--- config.mk ---
export PLATFORM = sky130hd
export DESIGN_NAME = pic_cmd_port
export DESIGN_NICKNAME = d
export VERILOG_FILES = /design/src/rtl/pic_cmd_pkg.sv /design/src/rtl/pic_wr_decode.sv /design/src/rtl/pic_init_seq.sv /design/src/rtl/pic_ocw_regs.sv /design/src/rtl/pic_read_path.sv /design/src/rtl/pic_cmd_port.sv
export SDC_FILE = /design/constraint.sdc
export NUM_CORES = 1
export LEC_CHECK = 0
export ABC_AREA = 1
export BUFFER_PORTS_ARGS = -buffer_cell sky130_fd_sc_hd__buf_4
export CAP_MARGIN = 30
export CORE_ASPECT_RATIO = 0.8
export CORE_MARGIN = 2
export CORE_UTILIZATION = 51
export DETAILED_ROUTE_END_ITERATION = 8
export PLACE_DENSITY = 0.85
export SKIP_CTS_REPAIR_TIMING = 1
export SYNTH_ARGS = -nofsm -noshare
export SYNTH_HDL_FRONTEND = slang
export SYNTH_HIERARCHICAL = 1
export SYNTH_SLANG_ARGS = --single-unit
--- constraint.sdc ---
create_clock -name clk -period 5 [get_ports clk]
set_input_delay 0 -clock clk [delete_from_list [all_inputs] [get_ports clk]]
set_output_delay 0 -clock clk [all_outputs]
set_load 0.1 [all_outputs]
--- src/rtl/pic_cmd_pkg.sv ---
// Shared types for the command port: write kinds and initialization steps.
// Assumes an 8-bit command byte; the bit positions below are fixed by the
// command encoding and are read by the decoder and the register blocks.
package pic_cmd_pkg;

    typedef enum logic [2:0] {
        WK_NONE,   // no write this cycle
        WK_START,  // even address, start of initialization
        WK_MODE,   // even address, mode command
        WK_ROT,    // even address, EOI or rotation command
        WK_MASK,   // odd address, mask load
        WK_INIT    // odd address, initialization word
    } wkind_t;

    typedef enum logic [1:0] {
        STEP_IDLE,
        STEP_BASE,
        STEP_CASC,
        STEP_MODE
    } step_t;

    localparam int B_START   = 4;
    localparam int B_MODE    = 3;
    localparam int B_POLL    = 2;
    localparam int B_RSEL_EN = 1;
    localparam int B_RSEL    = 0;
    localparam int B_SM_EN   = 6;
    localparam int B_SM      = 5;
    localparam int B_SINGLE  = 1;
    localparam int B_NEED4   = 0;
    localparam int B_NEST    = 4;
    localparam int B_AEOI    = 1;

endpackage

--- src/rtl/pic_wr_decode.sv ---
// Sorts a write into its kind from the address, two command bits and
// whether initialization is in progress. Purely combinational.
module pic_wr_decode
    import pic_cmd_pkg::*;
(
    input  logic   wr_en,
    input  logic   addr,
    input  logic   start_bit,
    input  logic   mode_bit,
    input  logic   busy,
    output wkind_t kind
);

    // Classify the current write.
    always_comb begin
        kind = WK_NONE;
        if (wr_en) begin
            if (!addr) begin
                if (start_bit)     kind = WK_START;
                else if (mode_bit) kind = WK_MODE;
                else               kind = WK_ROT;
            end else begin
                kind = busy ? WK_INIT : WK_MASK;
            end
        end
    end

endmodule

--- src/rtl/pic_init_seq.sv ---
// Initialization step machine: holds the vector base and the mode-word
// flags. Assumes at most one write per cycle, already classified.
module pic_init_seq
    import pic_cmd_pkg::*;
#(
    parameter int DW    = 8,
    parameter int LINES = 8
) (
    input  logic          clk,
    input  logic          rst_n,
    input  wkind_t        kind,
    input  logic [DW-1:0] wdata,
    output logic          busy,
    output logic [DW-1:0] vec_base,
    output logic          auto_eoi,
    output logic          nested_mode,
    output logic          init_stb
);

    localparam int            LW        = $clog2(LINES);
    localparam logic [DW-1:0] BASE_MASK = {DW{1'b1}} << LW;

    step_t step_q;
    logic  casc_q;
    logic  need_mode_q;

    // Advance the sequence and capture the initialization fields.
    always_ff @(posedge clk) begin
        if (!rst_n) begin
            step_q      <= STEP_IDLE;
            casc_q      <= 1'b0;
            need_mode_q <= 1'b0;
            vec_base    <= '0;
            auto_eoi    <= 1'b0;
            nested_mode <= 1'b0;
            init_stb    <= 1'b0;
        end else begin
            init_stb <= 1'b0;
            if (kind == WK_START) begin
                step_q      <= STEP_BASE;
                casc_q      <= !wdata[B_SINGLE];
                need_mode_q <= wdata[B_NEED4];
                nested_mode <= 1'b0;
                auto_eoi    <= 1'b0;
                init_stb    <= 1'b1;
            end else if (kind == WK_INIT) begin
                case (step_q)
                    STEP_BASE: begin
                        vec_base <= wdata & BASE_MASK;
                        step_q   <= casc_q ? STEP_CASC
                                           : (need_mode_q ? STEP_MODE : STEP_IDLE);
                    end
                    STEP_CASC: step_q <= need_mode_q ? STEP_MODE : STEP_IDLE;
                    STEP_MODE: begin
                        nested_mode <= wdata[B_NEST];
                        auto_eoi    <= wdata[B_AEOI];
                        step_q      <= STEP_IDLE;
                    end
                    default: step_q <= STEP_IDLE;
                endcase
            end
        end
    end

    assign busy = (step_q != STEP_IDLE);

    p_start_enters_base_r2: assert property (@(posedge clk) disable iff (!rst_n)
        kind == WK_START |=> (step_q == STEP_BASE && init_stb && !nested_mode && !auto_eoi));

    p_mode_word_ends_r4: assert property (@(posedge clk) disable iff (!rst_n)
        (kind == WK_INIT && step_q == STEP_MODE) |=> !busy);

    p_mode_word_fields_r5: assert property (@(posedge clk) disable iff (!rst_n)
        (kind == WK_INIT && step_q == STEP_MODE)
        |=> (nested_mode == $past(wdata[B_NEST]) && auto_eoi == $past(wdata[B_AEOI])));

    p_base_stable_outside_r3: assert property (@(posedge clk) disable iff (!rst_n)
        (kind != WK_INIT) |=> $stable(vec_base));

endmodule

--- src/rtl/pic_ocw_regs.sv ---
// Operation registers: mask, read selector, poll and special-mask flags,
// and the strobes sent to the priority resolver. Assumes one write and at
// most one read per cycle; a same-cycle poll re-arm wins over disarm.
module pic_ocw_regs
    import pic_cmd_pkg::*;
#(
    parameter int DW    = 8,
    parameter int LINES = 8
) (
    input  logic                     clk,
    input  logic                     rst_n,
    input  wkind_t                   kind,
    input  logic [DW-1:0]            wdata,
    input  logic                     rd_en,
    input  logic                     win_valid,
    input  logic [$clog2(LINES)-1:0] win_line,
    output logic [DW-1:0]            imr,
    output logic                     read_isr,
    output logic                     poll_armed,
    output logic                     special_mask,
    output logic                     cmd_stb,
    output logic [DW-1:0]            cmd_code,
    output logic                     imr_stb,
    output logic                     ack_stb,
    output logic [$clog2(LINES)-1:0] ack_line
);

    logic rearm;
    assign rearm = (kind == WK_MODE) && wdata[B_POLL];

    // Update the selectors and the mask; issue one-cycle strobes.
    always_ff @(posedge clk) begin
        if (!rst_n) begin
            imr          <= '0;
            read_isr     <= 1'b0;
            special_mask <= 1'b0;
            cmd_stb      <= 1'b0;
            cmd_code     <= '0;
            imr_stb      <= 1'b0;
        end else begin
            cmd_stb <= 1'b0;
            imr_stb <= 1'b0;
            case (kind)
                WK_START: read_isr <= 1'b0;
                WK_MODE: begin
                    if (wdata[B_RSEL_EN]) read_isr     <= wdata[B_RSEL];
                    if (wdata[B_SM_EN])   special_mask <= wdata[B_SM];
                end
                WK_ROT: begin
                    cmd_stb  <= 1'b1;
                    cmd_code <= wdata;
                end
                WK_MASK: begin
                    imr     <= wdata;
                    imr_stb <= 1'b1;
                end
                default: ;
            endcase
        end
    end

    // Arm, consume and acknowledge polls.
    always_ff @(posedge clk) begin
        if (!rst_n) begin
            poll_armed <= 1'b0;
            ack_stb    <= 1'b0;
            ack_line   <= '0;
        end else begin
            ack_stb <= 1'b0;
            if (rearm)                   poll_armed <= 1'b1;
            else if (rd_en && poll_armed) poll_armed <= 1'b0;
            if (rd_en && poll_armed && win_valid) begin
                ack_stb  <= 1'b1;
                ack_line <= win_line;
            end
        end
    end

    p_mask_load_r8: assert property (@(posedge clk) disable iff (!rst_n)
        kind == WK_MASK |=> (imr_stb && imr == $past(wdata)));

    p_poll_drop_r10: assert property (@(posedge clk) disable iff (!rst_n)
        (rd_en && poll_armed && !rearm) |=> !poll_armed);

    p_poll_rearm_r11: assert property (@(posedge clk) disable iff (!rst_n)
        rearm |=> poll_armed);

    p_ack_needs_winner_r10: assert property (@(posedge clk) disable iff (!rst_n)
        ack_stb |-> $past(win_valid && rd_en));

endmodule

--- src/rtl/pic_read_path.sv ---
// Read multiplexer: poll result when armed, else mask or status set.
// Combinational; the acknowledge side effect lives in pic_ocw_regs.
module pic_read_path #(
    parameter int DW    = 8,
    parameter int LINES = 8
) (
    input  logic                     addr,
    input  logic                     poll_armed,
    input  logic                     read_isr,
    input  logic [DW-1:0]            imr,
    input  logic [DW-1:0]            irr_in,
    input  logic [DW-1:0]            isr_in,
    input  logic                     win_valid,
    input  logic [$clog2(LINES)-1:0] win_line,
    output logic [DW-1:0]            rdata
);

    localparam int            LW        = $clog2(LINES);
    localparam logic [DW-1:0] POLL_NONE = DW'(LINES - 1);

    logic [DW-1:0] poll_val;
    assign poll_val = win_valid ? {1'b1, {(DW-1-LW){1'b0}}, win_line} : POLL_NONE;

    // Select the byte returned to the reader.
    always_comb begin
        if (poll_armed) rdata = poll_val;
        else if (addr)  rdata = imr;
        else            rdata = read_isr ? isr_in : irr_in;
    end

endmodule

--- src/rtl/pic_cmd_port.sv ---
// Command and initialization port of an eight-line interrupt controller.
// Decodes writes, runs the initialization steps, holds the operation
// registers and serves status and poll reads. Assumes the priority
// resolver consumes the strobes and supplies the request, in-service and
// winner inputs.
module pic_cmd_port
    import pic_cmd_pkg::*;
#(
    parameter int DW    = 8,
    parameter int LINES = 8
) (
    input  logic                     clk,
    input  logic                     rst_n,
    input  logic                     wr_en,
    input  logic                     rd_en,
    input  logic                     addr,
    input  logic [DW-1:0]            wdata,
    output logic [DW-1:0]            rdata,
    input  logic [DW-1:0]            irr_in,
    input  logic [DW-1:0]            isr_in,
    input  logic                     win_valid,
    input  logic [$clog2(LINES)-1:0] win_line,
    output logic [DW-1:0]            imr,
    output logic [DW-1:0]            vec_base,
    output logic                     auto_eoi,
    output logic                     nested_mode,
    output logic                     read_isr,
    output logic                     poll_armed,
    output logic                     special_mask,
    output logic                     init_busy,
    output logic                     init_stb,
    output logic                     cmd_stb,
    output logic [DW-1:0]            cmd_code,
    output logic                     imr_stb,
    output logic                     ack_stb,
    output logic [$clog2(LINES)-1:0] ack_line
);

    wkind_t kind;

    pic_wr_decode u_dec (
        .wr_en     (wr_en),
        .addr      (addr),
        .start_bit (wdata[B_START]),
        .mode_bit  (wdata[B_MODE]),
        .busy      (init_busy),
        .kind      (kind)
    );

    pic_init_seq #(.DW(DW), .LINES(LINES)) u_init (
        .clk         (clk),
        .rst_n       (rst_n),
        .kind        (kind),
        .wdata       (wdata),
        .busy        (init_busy),
        .vec_base    (vec_base),
        .auto_eoi    (auto_eoi),
        .nested_mode (nested_mode),
        .init_stb    (init_stb)
    );

    pic_ocw_regs #(.DW(DW), .LINES(LINES)) u_ocw (
        .clk          (clk),
        .rst_n        (rst_n),
        .kind         (kind),
        .wdata        (wdata),
        .rd_en        (rd_en),
        .win_valid    (win_valid),
        .win_line     (win_line),
        .imr          (imr),
        .read_isr     (read_isr),
        .poll_armed   (poll_armed),
        .special_mask (special_mask),
        .cmd_stb      (cmd_stb),
        .cmd_code     (cmd_code),
        .imr_stb      (imr_stb),
        .ack_stb      (ack_stb),
        .ack_line     (ack_line)
    );

    pic_read_path #(.DW(DW), .LINES(LINES)) u_rd (
        .addr       (addr),
        .poll_armed (poll_armed),
        .read_isr   (read_isr),
        .imr        (imr),
        .irr_in     (irr_in),
        .isr_in     (isr_in),
        .win_valid  (win_valid),
        .win_line   (win_line),
        .rdata      (rdata)
    );

    p_one_strobe_r7: assert property (@(posedge clk) disable iff (!rst_n)
        $onehot0({init_stb, cmd_stb, imr_stb}));

    p_busy_blocks_mask_r4: assert property (@(posedge clk) disable iff (!rst_n)
        (wr_en && addr && init_busy) |=> !imr_stb);

endmodule

==> metrics.txt, run 1 <==
status=finished, violations left; failing checks=hold timing; Fmax=around 470 MHz; setup TNS=0 ns; sequential share of the synthesized area=39.00%; remaining global-route overflow=0; vias in the first global route=approximately 1700; DRT antenna net count=0; Clock Latency Late Sink=slightly below 0.3 ns; final hold vios=1; CP Capture Point=u_init/vec_base[6]; switching power=roughly 0.31 mW; MaxCap Viol Count=0; crit path max fanout=10; Power Dens Cells=about 320 nW/µm²; worst-path cell chain=inv_1, ha_1, inv_1, inv_1, nand2_1, nand2_1, nor2_1, nand4_2, nor2_1, nor2_1; TritonCTS Sinks=37; most frequent cells in the layout=buf_4 (74), nor2_1 (68), nand2_1 (58), inv_1 (47), dfxtp_1 (37); fin area=2610 µm²; DRT iter0 DRCs=132; Pre-antenna DRT Iters=4; Startpoint Class=register; Post-Syn Instances=about 290; crit path launch=u_init/step_q[0]; Final Slew Violations=0; via count=around 2000; relative slew slack=between 50% and 60%; initial antenna violation count=0; crit path capture type=register; core area=3495 µm²; Slew @ Worst Pin=about 0.72 ns; Logic pwr share=31.6%; pin count of the biggest net entering global routing=32; DIE WIDTH=72.23 µm; Vias/cell=between 4 and 5; Total Routing Usage GR=a little under a quarter; WHS Path Cells=3; Crit Path Class=reg -> reg; number of remaining DRC errors=0; Req. time, crit path=approximately 5.2 ns; Top Ports=78; die span in y=approximately 59 µm; CTS max path bufs=2; placed instance area=approximately 2400 µm²; #FFs+latches synth=37; CTS tree=yes; Cell Int Power=0.5145 mW; Hold Slack=-0.005963 ns; share of cells above drive strength 1=25.47%; RSZ-0062 raised after global routing=false; synth warn=6; crit-path max cell delay=~0.54 ns; Port Buf Inserts=74; Clock Root Buffer=clkbuf_8; DRT Wirelength=4.874 mm; Clock Skew=between 0.006 and 0.007 ns; # nets final=between 400 and 500; Area Growth Syn to Fin=37.42%; Flop pwr share=38.3%; slowest cell on the critical path=nor2_1; Critical Path AT=~2.3 ns; Antenna Cells=0; Yosys cell types=24; worst reg2reg setup slack=between 2 and 3 ns; DR WL/cell=roughly 12 µm; RR Endpoint=u_init/vec_base[6]; TritonCTS Buffers=5; IR drop worst, VDD=roughly 250 µV; fin crit share=~42%; H-tree levels=2; Finish-stage setup viols=0; Switching Share=a little under two fifths; R2R cell count=10; row count=19; Hold Crit Class=in -> reg; Post-Syn Area per Cell=approximately 6.6 µm²; area of the mapped netlist=about 1900 µm²; P_leak=between 1 and 1.5 nW; commonest non-fill, non-tap cell in the layout=buf_4; first-pass GRT wire length=7.479 mm; Clk pwr share=about 30%; RR Startpoint=u_init/step_q[0]; clock transition at the registers of the reported paths=~0.06 ns; starting density of the core=a little over half; crit path time final=between 2 and 2.5 ns; DPL Wire Length=~3.6 mm; Die ar.=4232 µm²; routability cong.=0.8404
## cell families after synthesis
| group | after synthesis | share of synthesized area, % |
|---|---|---|
| simple gates | 147 | 32.41 |
| other cells | 1 | 0.1974 |
| fa+ha+maj | 4 | 2.635 |
| buf+inv | 61 | 14.82 |
| flops | 37 | 39.00 |
| compound gates | 38 | 10.94 |
## sequential cells by signal, summed over array words and instances, names as in the netlist, 2 cells and up
register and cells:
u_ocw/imr 8, u_init/step_q 2, u_ocw/ack_line 3, u_ocw/cmd_code 8
u_init/vec_base 5
## layout make-up
type | count | area [µm²]
Sequential cell | 37 | 740.7
Tap cell | 42 | 52.55
Multi-Input combinational cell | 192 | 884.6
Clock inverter | 2 | 35.03
Timing Repair Buffer | 82 | 635.6
Clock buffer | 5 | 68.82
Inverter | 51 | 192.7
Fill cell | 285 | 884.6
## power by group through the flow
stage               Combinational, mW  Sequential (mW)  Clock (mW)
detailed placement              0.255            0.323           0
global placement                0.253            0.322           0
CTS                             0.256            0.316       0.249
global route                    0.276            0.318       0.262
finish                          0.261            0.316       0.247
floorplan                       0.137            0.381           0
## synth_stat cells
master	instances	area share, %
nor2_1	68	13
nand2_1	58	11
inv_1	47	9.3
dfxtp_1	37	39
o21ai_0	19	5.0
a21oi_1	14	3.7
nand3_1	13	3.4
buf_4	4	1.6
ha_1	4	2.6
inv_2	3	0.59
nand4_1	3	0.99
a21oi_2	2	0.92
buf_6	2	1.2
clkbuf_1	2	0.40
nor2_2	2	0.66
o21ai_2	2	0.92
buf_8	1	0.79
clkbuf_8	1	0.72
clkinv_2	1	0.26
conb_1	1	0.20
nand3_4	1	0.92
nand4_2	1	0.66
nor3_4	1	0.86
o21bai_1	1	0.40
## worst max-delay path, delay by kind of cell (launching register included)
| kind | cells | cell delay (ns) |
|---|---|---|
| simple gates | 6 | 1.25 |
| flops | 1 | 0.38 |
| fa+ha+maj | 1 | 0.20 |
| buf+inv | 3 | 0.18 |
## layer usage
metal	vias up	GRT usage, %	routed length, µm
li1	1030	-	-
met1	899	30.96	2157
met2	62	35.78	2362
met3	3	6.678	325
met4	0	6.469	29
met5	-	0	0
## metrics by stage
stage          total power [mW]  utilization, %  hold WS [ns]  worst slack, ns  instances
2_1_floorplan            0.5179               -        0.1103            2.117        290
3_3_place_gp             0.5747           69.42        0.2285            3.039        396
3_5_place_dp             0.5778           69.42        0.2392            2.921        396
4_1_cts                  0.8209           72.40      -0.06803            2.902        403
5_1_grt                  0.8555           74.69      0.005196            2.631        411
6_report                 0.8242           74.69     -0.005963            2.883        411
## how the worst min path moves through the flow
stage,to,from,slack [ns]
after floorplan,u_init/need_mode_q,wdata[0],0.11
after global placement,u_init/need_mode_q,wdata[0],0.23
after detailed placement,u_init/need_mode_q,wdata[0],0.24
after CTS,u_init/need_mode_q,wdata[0],-0.07
after global routing,u_init/nested_mode,wdata[4],0.005
final,u_init/vec_base[4],wdata[4],-0.006
No activity file was read; power rests on OpenSTA's default activity.
==> run 2: changes to the inputs <==
--- a/config.mk
+++ b/config.mk
@@ -5,14 +5,14 @@
 export SDC_FILE = /design/constraint.sdc
 export NUM_CORES = 1
 export LEC_CHECK = 0
-export ABC_AREA = 1
+export ABC_AREA = 0
 export BUFFER_PORTS_ARGS = -buffer_cell sky130_fd_sc_hd__buf_4
 export CAP_MARGIN = 30
 export CORE_ASPECT_RATIO = 0.8
 export CORE_MARGIN = 2
-export CORE_UTILIZATION = 51
+export CORE_UTILIZATION = 47
 export DETAILED_ROUTE_END_ITERATION = 8
-export PLACE_DENSITY = 0.85
+export PLACE_DENSITY = 0.8
 export SKIP_CTS_REPAIR_TIMING = 1
 export SYNTH_ARGS = -nofsm -noshare
 export SYNTH_HDL_FRONTEND = slang
==> constraint.sdc (replaced) <==
create_clock -name clk -period 2.1 [get_ports clk]
set_input_delay 0 -clock clk [delete_from_list [all_inputs] [get_ports clk]]
set_output_delay 0 -clock clk [all_outputs]
set_load 0.1 [all_outputs]
==> metrics.txt, run 2 <==
status=finished, violations left; failing checks=hold timing; sequential share of the synthesized area=about two fifths; routability cong.=0.7532; commonest non-fill, non-tap cell in the layout=buf_4; Yosys top cell area share=40.55%; DIE WIDTH=approximately 74 µm; row count=20; crit path launch=u_init/step_q[1]; hold_sp=rd_en; Req. time, crit path=~2.3 ns; area leader, netlist=dfxtp_1; Clock Root Buffer=clkbuf_8; Vias/cell=5.115; CTS max path bufs=2; IR drop worst, VDD=394.1 µV; most frequent cell after synthesis=dfxtp_1; Fmax=about 530 MHz; Clock Skew=roughly 0.0077 ns; crit path capture type=register; DRT Wirelength=approximately 4.6 mm; vias in the first global route=roughly 1500; Hold Crit Class=in -> reg; sequential cell area=745.7 µm²; Post-synth EDFFs=0; MaxCap Viol Count=0; fin crit share=90.06%; clock transition at the registers of the reported paths=about 0.080 ns; Die ar.=4404 µm²; top_reg_cell synth=dfxtp_1; synth cell count leaders=dfxtp_1 (37), mux2i_1 (33), nor2_1 (25); #FFs+latches synth=37; share of cells above drive strength 1=about two fifths; H-tree levels=2; Crit Path Class=reg -> reg; Finish-stage setup viols=0; DR WL/cell=14.57 µm; P_leak=between 1 and 1.5 nW; initial antenna violation count=0; final hold vios=1; remaining global-route overflow=0; CTS tree=yes; TritonCTS Buffers=5; Slew @ Worst Pin=0.7124 ns; crit path max fanout=7; synth top area cells=dfxtp_1 (41%), mux2i_1 (18%), nor2_1 (5.1%); most frequent cells in the layout=buf_4 (77), mux2i_1 (33), dfxtp_1 (33), nor2_1 (25), nor2b_1 (12); pin count of the biggest net entering global routing=24; setup TNS=0 ns; fill count=between 200 and 300; Pre-antenna DRT Iters=4; number of remaining DRC errors=0; Total Routing Usage GR=between 20% and 30%; Hold Slack=-0.02216 ns; Area Growth Syn to Fin=48.15%; Final Slew Violations=0; Post-Syn Instances=between 150 and 200; starting density of the core=roughly half; # nets final=305; area of the mapped netlist=approximately 1800 µm²; Power Dens Cells=around 690 nW/µm²; die span in y=about 60 µm; Top Ports=78; Clock Latency Late Sink=a little under 0.3 ns; RSZ-0062 raised after global routing=false; DPL Wire Length=3.314 mm; RR Startpoint=u_init/step_q[1]; TritonCTS Sinks=37; Yosys cell types=39; fin area=approximately 2700 µm²; first-pass GRT wire length=approximately 7 mm; footprint of the multi-input gates=1105 µm²; synth warn=6; crit path time final=1.891 ns; core area=between 3000 and 4000 µm²; placed instance area=roughly 2500 µm²; Post-Syn Area per Cell=roughly 9.9 µm²; DRT antenna net count=0; Critical Path AT=about 2.1 ns; relative slew slack=between 50% and 60%; Top Registers=u_ocw/cmd_code (8), u_ocw/imr (8), u_init/vec_base (5); Port Buf Inserts=74; DRT iter0 DRCs=between 80 and 90; Startpoint Class=register; Antenna Cells=0; via count=~1600; Synth async-reset ratio=0%
## run 2: power by group
| group | leakage (nW) | total, mW | switching [mW] | internal (mW) |
|---|---|---|---|---|
| registers | 0.301 | 0.734 | 0.0161 | 0.718 |
| clock network | 0.0585 | 0.613 | 0.257 | 0.356 |
| logic | 0.916 | 0.508 | 0.352 | 0.156 |
| total | 1.28 | 1.86 | 0.626 | 1.23 |
## run 2: cells by family (layout without fill, tap and decap cells)
family | after synthesis | in the layout | synth area share, %
adder cells (fa/ha/maj) | 4 | 4 | 2.740
other | 1 | 3 | 0.2053
flip-flops | 37 | 37 | 40.55
buffers and inverters | 18 | 100 | 5.959
multiplexers | 33 | 33 | 18.08
AO/OA/AOI/OAI | 27 | 27 | 10.55
AND/OR/NAND/NOR | 65 | 65 | 21.92
## run 2: final timing paths
| kind | slack, ns | endpoint | cells after the start |
|---|---|---|---|
| max | 0.21 | u_init/step_q[1] | 9 |
| min | -0.02 | u_ocw/poll_armed | 3 |
| max reg2reg | 0.21 | u_init/step_q[1] | 9 |
| min reg2reg | 0.48 | u_init/nested_mode | 2 |
## run 2: metal layers
metal	vias to the layer above	wire, µm	part of all wire [%]	track usage (%)
li1	800	-	-	-
met1	731	2167	48	27.74
met2	66	2018	44	31.25
met3	4	343	7.5	7.757
met4	0	29	0.64	5.195
met5	-	0	0	0
## run 2: critical path, cell delays in order (launching register included)
cell and delay (ns):
dfxtp_2 0.35, inv_2 0.05, ha_2 0.20, clkinvlp_4 0.09, inv_2 0.04, a221oi_4 0.38, buf_4 0.23, nand2b_1 0.13
nor3_1 0.24, o21a_1 0.13
## run 2: layout make-up
class	count	area share, %
multi-input cells	132	40.82
flip-flops and latches	37	27.55
repair buffers	85	24.32
clock buffers	5	2.543
well taps	44	2.034
clock inverters	3	1.618
inverters	7	1.110
## run 2: metrics by stage
stage	utilization, %	worst slack, ns	hold slack (ns)	total power, mW	instances
global placement	66.80	0.1759	0.2435	1.240	297
floorplan	-	0.005891	0.1342	1.122	187
global route	72.10	0.1019	0.008817	1.913	313
CTS	69.80	0.07963	-0.05247	1.857	305
detailed placement	66.80	0.1066	0.2454	1.243	297
finish	72.10	0.2087	-0.02216	1.856	313
==> run 3: changes to the inputs <==
--- a/config.mk
+++ b/config.mk
@@ -12,7 +12,7 @@
 export CORE_MARGIN = 2
 export CORE_UTILIZATION = 47
 export DETAILED_ROUTE_END_ITERATION = 8
-export PLACE_DENSITY = 0.8
+export PLACE_DENSITY = 0.84
 export SKIP_CTS_REPAIR_TIMING = 1
 export SYNTH_ARGS = -nofsm -noshare
 export SYNTH_HDL_FRONTEND = slang
==> constraint.sdc (replaced) <==
create_clock -name clk -period 2 [get_ports clk]
set_input_delay 0 -clock clk [delete_from_list [all_inputs] [get_ports clk]]
set_output_delay 0 -clock clk [all_outputs]
set_load 0.1 [all_outputs]
==> metrics.txt, run 3 (same netlist as run 2, synthesis figures left out) <==
CP Capture Point=u_ocw/imr[3]; fin area=roughly 2700 µm²; Vias/cell=approximately 5.3; critical path depth=8; Top Ports=78; hold_sp=wdata[7]; fill count=~280; DR WL/cell=about 15 µm; relative slew slack=50.45%; Hold Crit Class=in -> reg; crit path time final=1.857 ns; RR Startpoint=u_init/step_q[1]; setup TNS=0 ns; MaxCap Viol Count=0; R2R cell count=8; Critical Path AT=roughly 2 ns; number of remaining DRC errors=0; core area=roughly 3800 µm²; row count=20; placed instance area=about 2500 µm²; commonest non-fill, non-tap cell in the layout=buf_4; Area Growth Syn to Fin=47.53%; WP buf/inv=3; TritonCTS Sinks=37; Finish-stage setup viols=0; pin count of the biggest net entering global routing=24; RSZ-0062 raised after global routing=false; Req. time, crit path=between 2 and 2.5 ns; Fmax=between 500 and 600 MHz; initial antenna violation count=0; crit path capture type=register; IR drop worst, VDD=between 300 and 400 µV; final std cells w/o fill=between 300 and 400; crit path launch=u_init/step_q[1]; die span in y=59.76 µm; DIE WIDTH=~74 µm; DRT antenna net count=0; share of cells above drive strength 1=between 40% and 50%; pre-CTS setup slack=-0.008352 ns; WHS Path Cells=3; remaining global-route overflow=0; DP Cell Count=around 300; most frequent cells in the layout=buf_4 (77), mux2i_1 (33), dfxtp_1 (33), nor2_1 (25), nor2b_1 (12); crit path max fanout=9; Power Dens Cells=675.8 nW/µm²; worst-path cell chain=inv_2, ha_4, clkinvlp_4, inv_2, a221oi_4, nor3b_4, mux2i_1, nor2_1; first-pass GRT wire length=between 7 and 8 mm; vias in the first global route=around 1500; Design Power=around 1.8 mW; Top cell by count, worst path=inv_2; DRT Wirelength=4.710 mm; status=finished, violations left; worst reg2reg setup slack=roughly 0.14 ns; failing checks=hold timing; Top delay family on crit path=simple AND/OR/NAND/NOR gates; CTS tree=yes; Crit Path Class=reg -> reg; H-tree levels=2; Clock Skew=roughly 0.0074 ns; Final Slew Violations=0; slowest cell on the critical path=nor3b_4; Clock Latency Late Sink=about 0.29 ns; Top Registers=u_ocw/cmd_code (8), u_ocw/imr (8), u_init/vec_base (5); crit-path max cell delay=~0.54 ns; Antenna Cells=0; fin util=71.80%; clock transition at the registers of the reported paths=~0.080 ns; Hold Slack=-0.006620 ns; Slew @ Worst Pin=~0.74 ns; starting density of the core=between 40% and 50%; final hold vios=2; fin crit share=approximately 93%; DRT iter0 DRCs=79; Die ar.=4404 µm²; Port Buf Inserts=74; Startpoint Class=register; Total Routing Usage GR=between 20% and 30%; CTS max path bufs=2; routability cong.=~0.73; final worst setup slack=between 0.1 and 0.15 ns; via count=1660; # nets final=a little over 300; Clock Root Buffer=clkbuf_8; Pre-antenna DRT Iters=4; RR Endpoint=u_ocw/imr[3]; P_leak=1.267 nW; TritonCTS Buffers=5; DPL Wire Length=3.391 mm
run 3: report_power, final:
part           switching [mW]  internal (mW)  leakage [nW]
clock                   0.274          0.240        0.0439
sequential             0.0175          0.753         0.302
combinational           0.371          0.166         0.921
run 3: layer usage:
metal  global-route usage, %  part of all wire (%)  up-vias
met2                   32.02                    45       75
met5                       0                     0        -
met3                   6.577                   6.9        4
met1                   31.39                    48      784
met4                   3.896                  0.79        0
li1                        -                     -      797
run 3: cell type report:
cell class / count / area, µm² / share of cell area [%]
Timing Repair Buffer: 85 / 659.4 / 24.47
Clock buffer: 5 / 68.82 / 2.553
Sequential cell: 37 / 748.2 / 27.76
Tap cell: 44 / 55.05 / 2.043
Inverter: 7 / 30.03 / 1.114
Multi-Input combinational cell: 132 / 1116 / 41.41
Clock inverter: 3 / 17.52 / 0.6500
run 3: how the worst min path moves through the flow:
| stage | to | slack [ns] |
|---|---|---|
| after floorplan | u_init/step_q[0] | 0.13 |
| after global placement | u_ocw/ack_line[2] | 0.24 |
| after detailed placement | u_ocw/ack_line[0] | 0.26 |
| after CTS | u_ocw/ack_line[0] | -0.04 |
| after global routing | u_init/need_mode_q | 0.003 |
| final | u_ocw/imr[7] | -0.007 |
run 3: worst register-to-register path, delay by kind of cell, from the launching register on:
kind | cells | cell delay (ns)
buffers and inverters | 3 | 0.24
DFF | 1 | 0.34
adders and majority gates | 1 | 0.15
AOI/OAI and AO/OA | 1 | 0.07
muxes | 1 | 0.30
and+or+nand+nor | 2 | 0.60
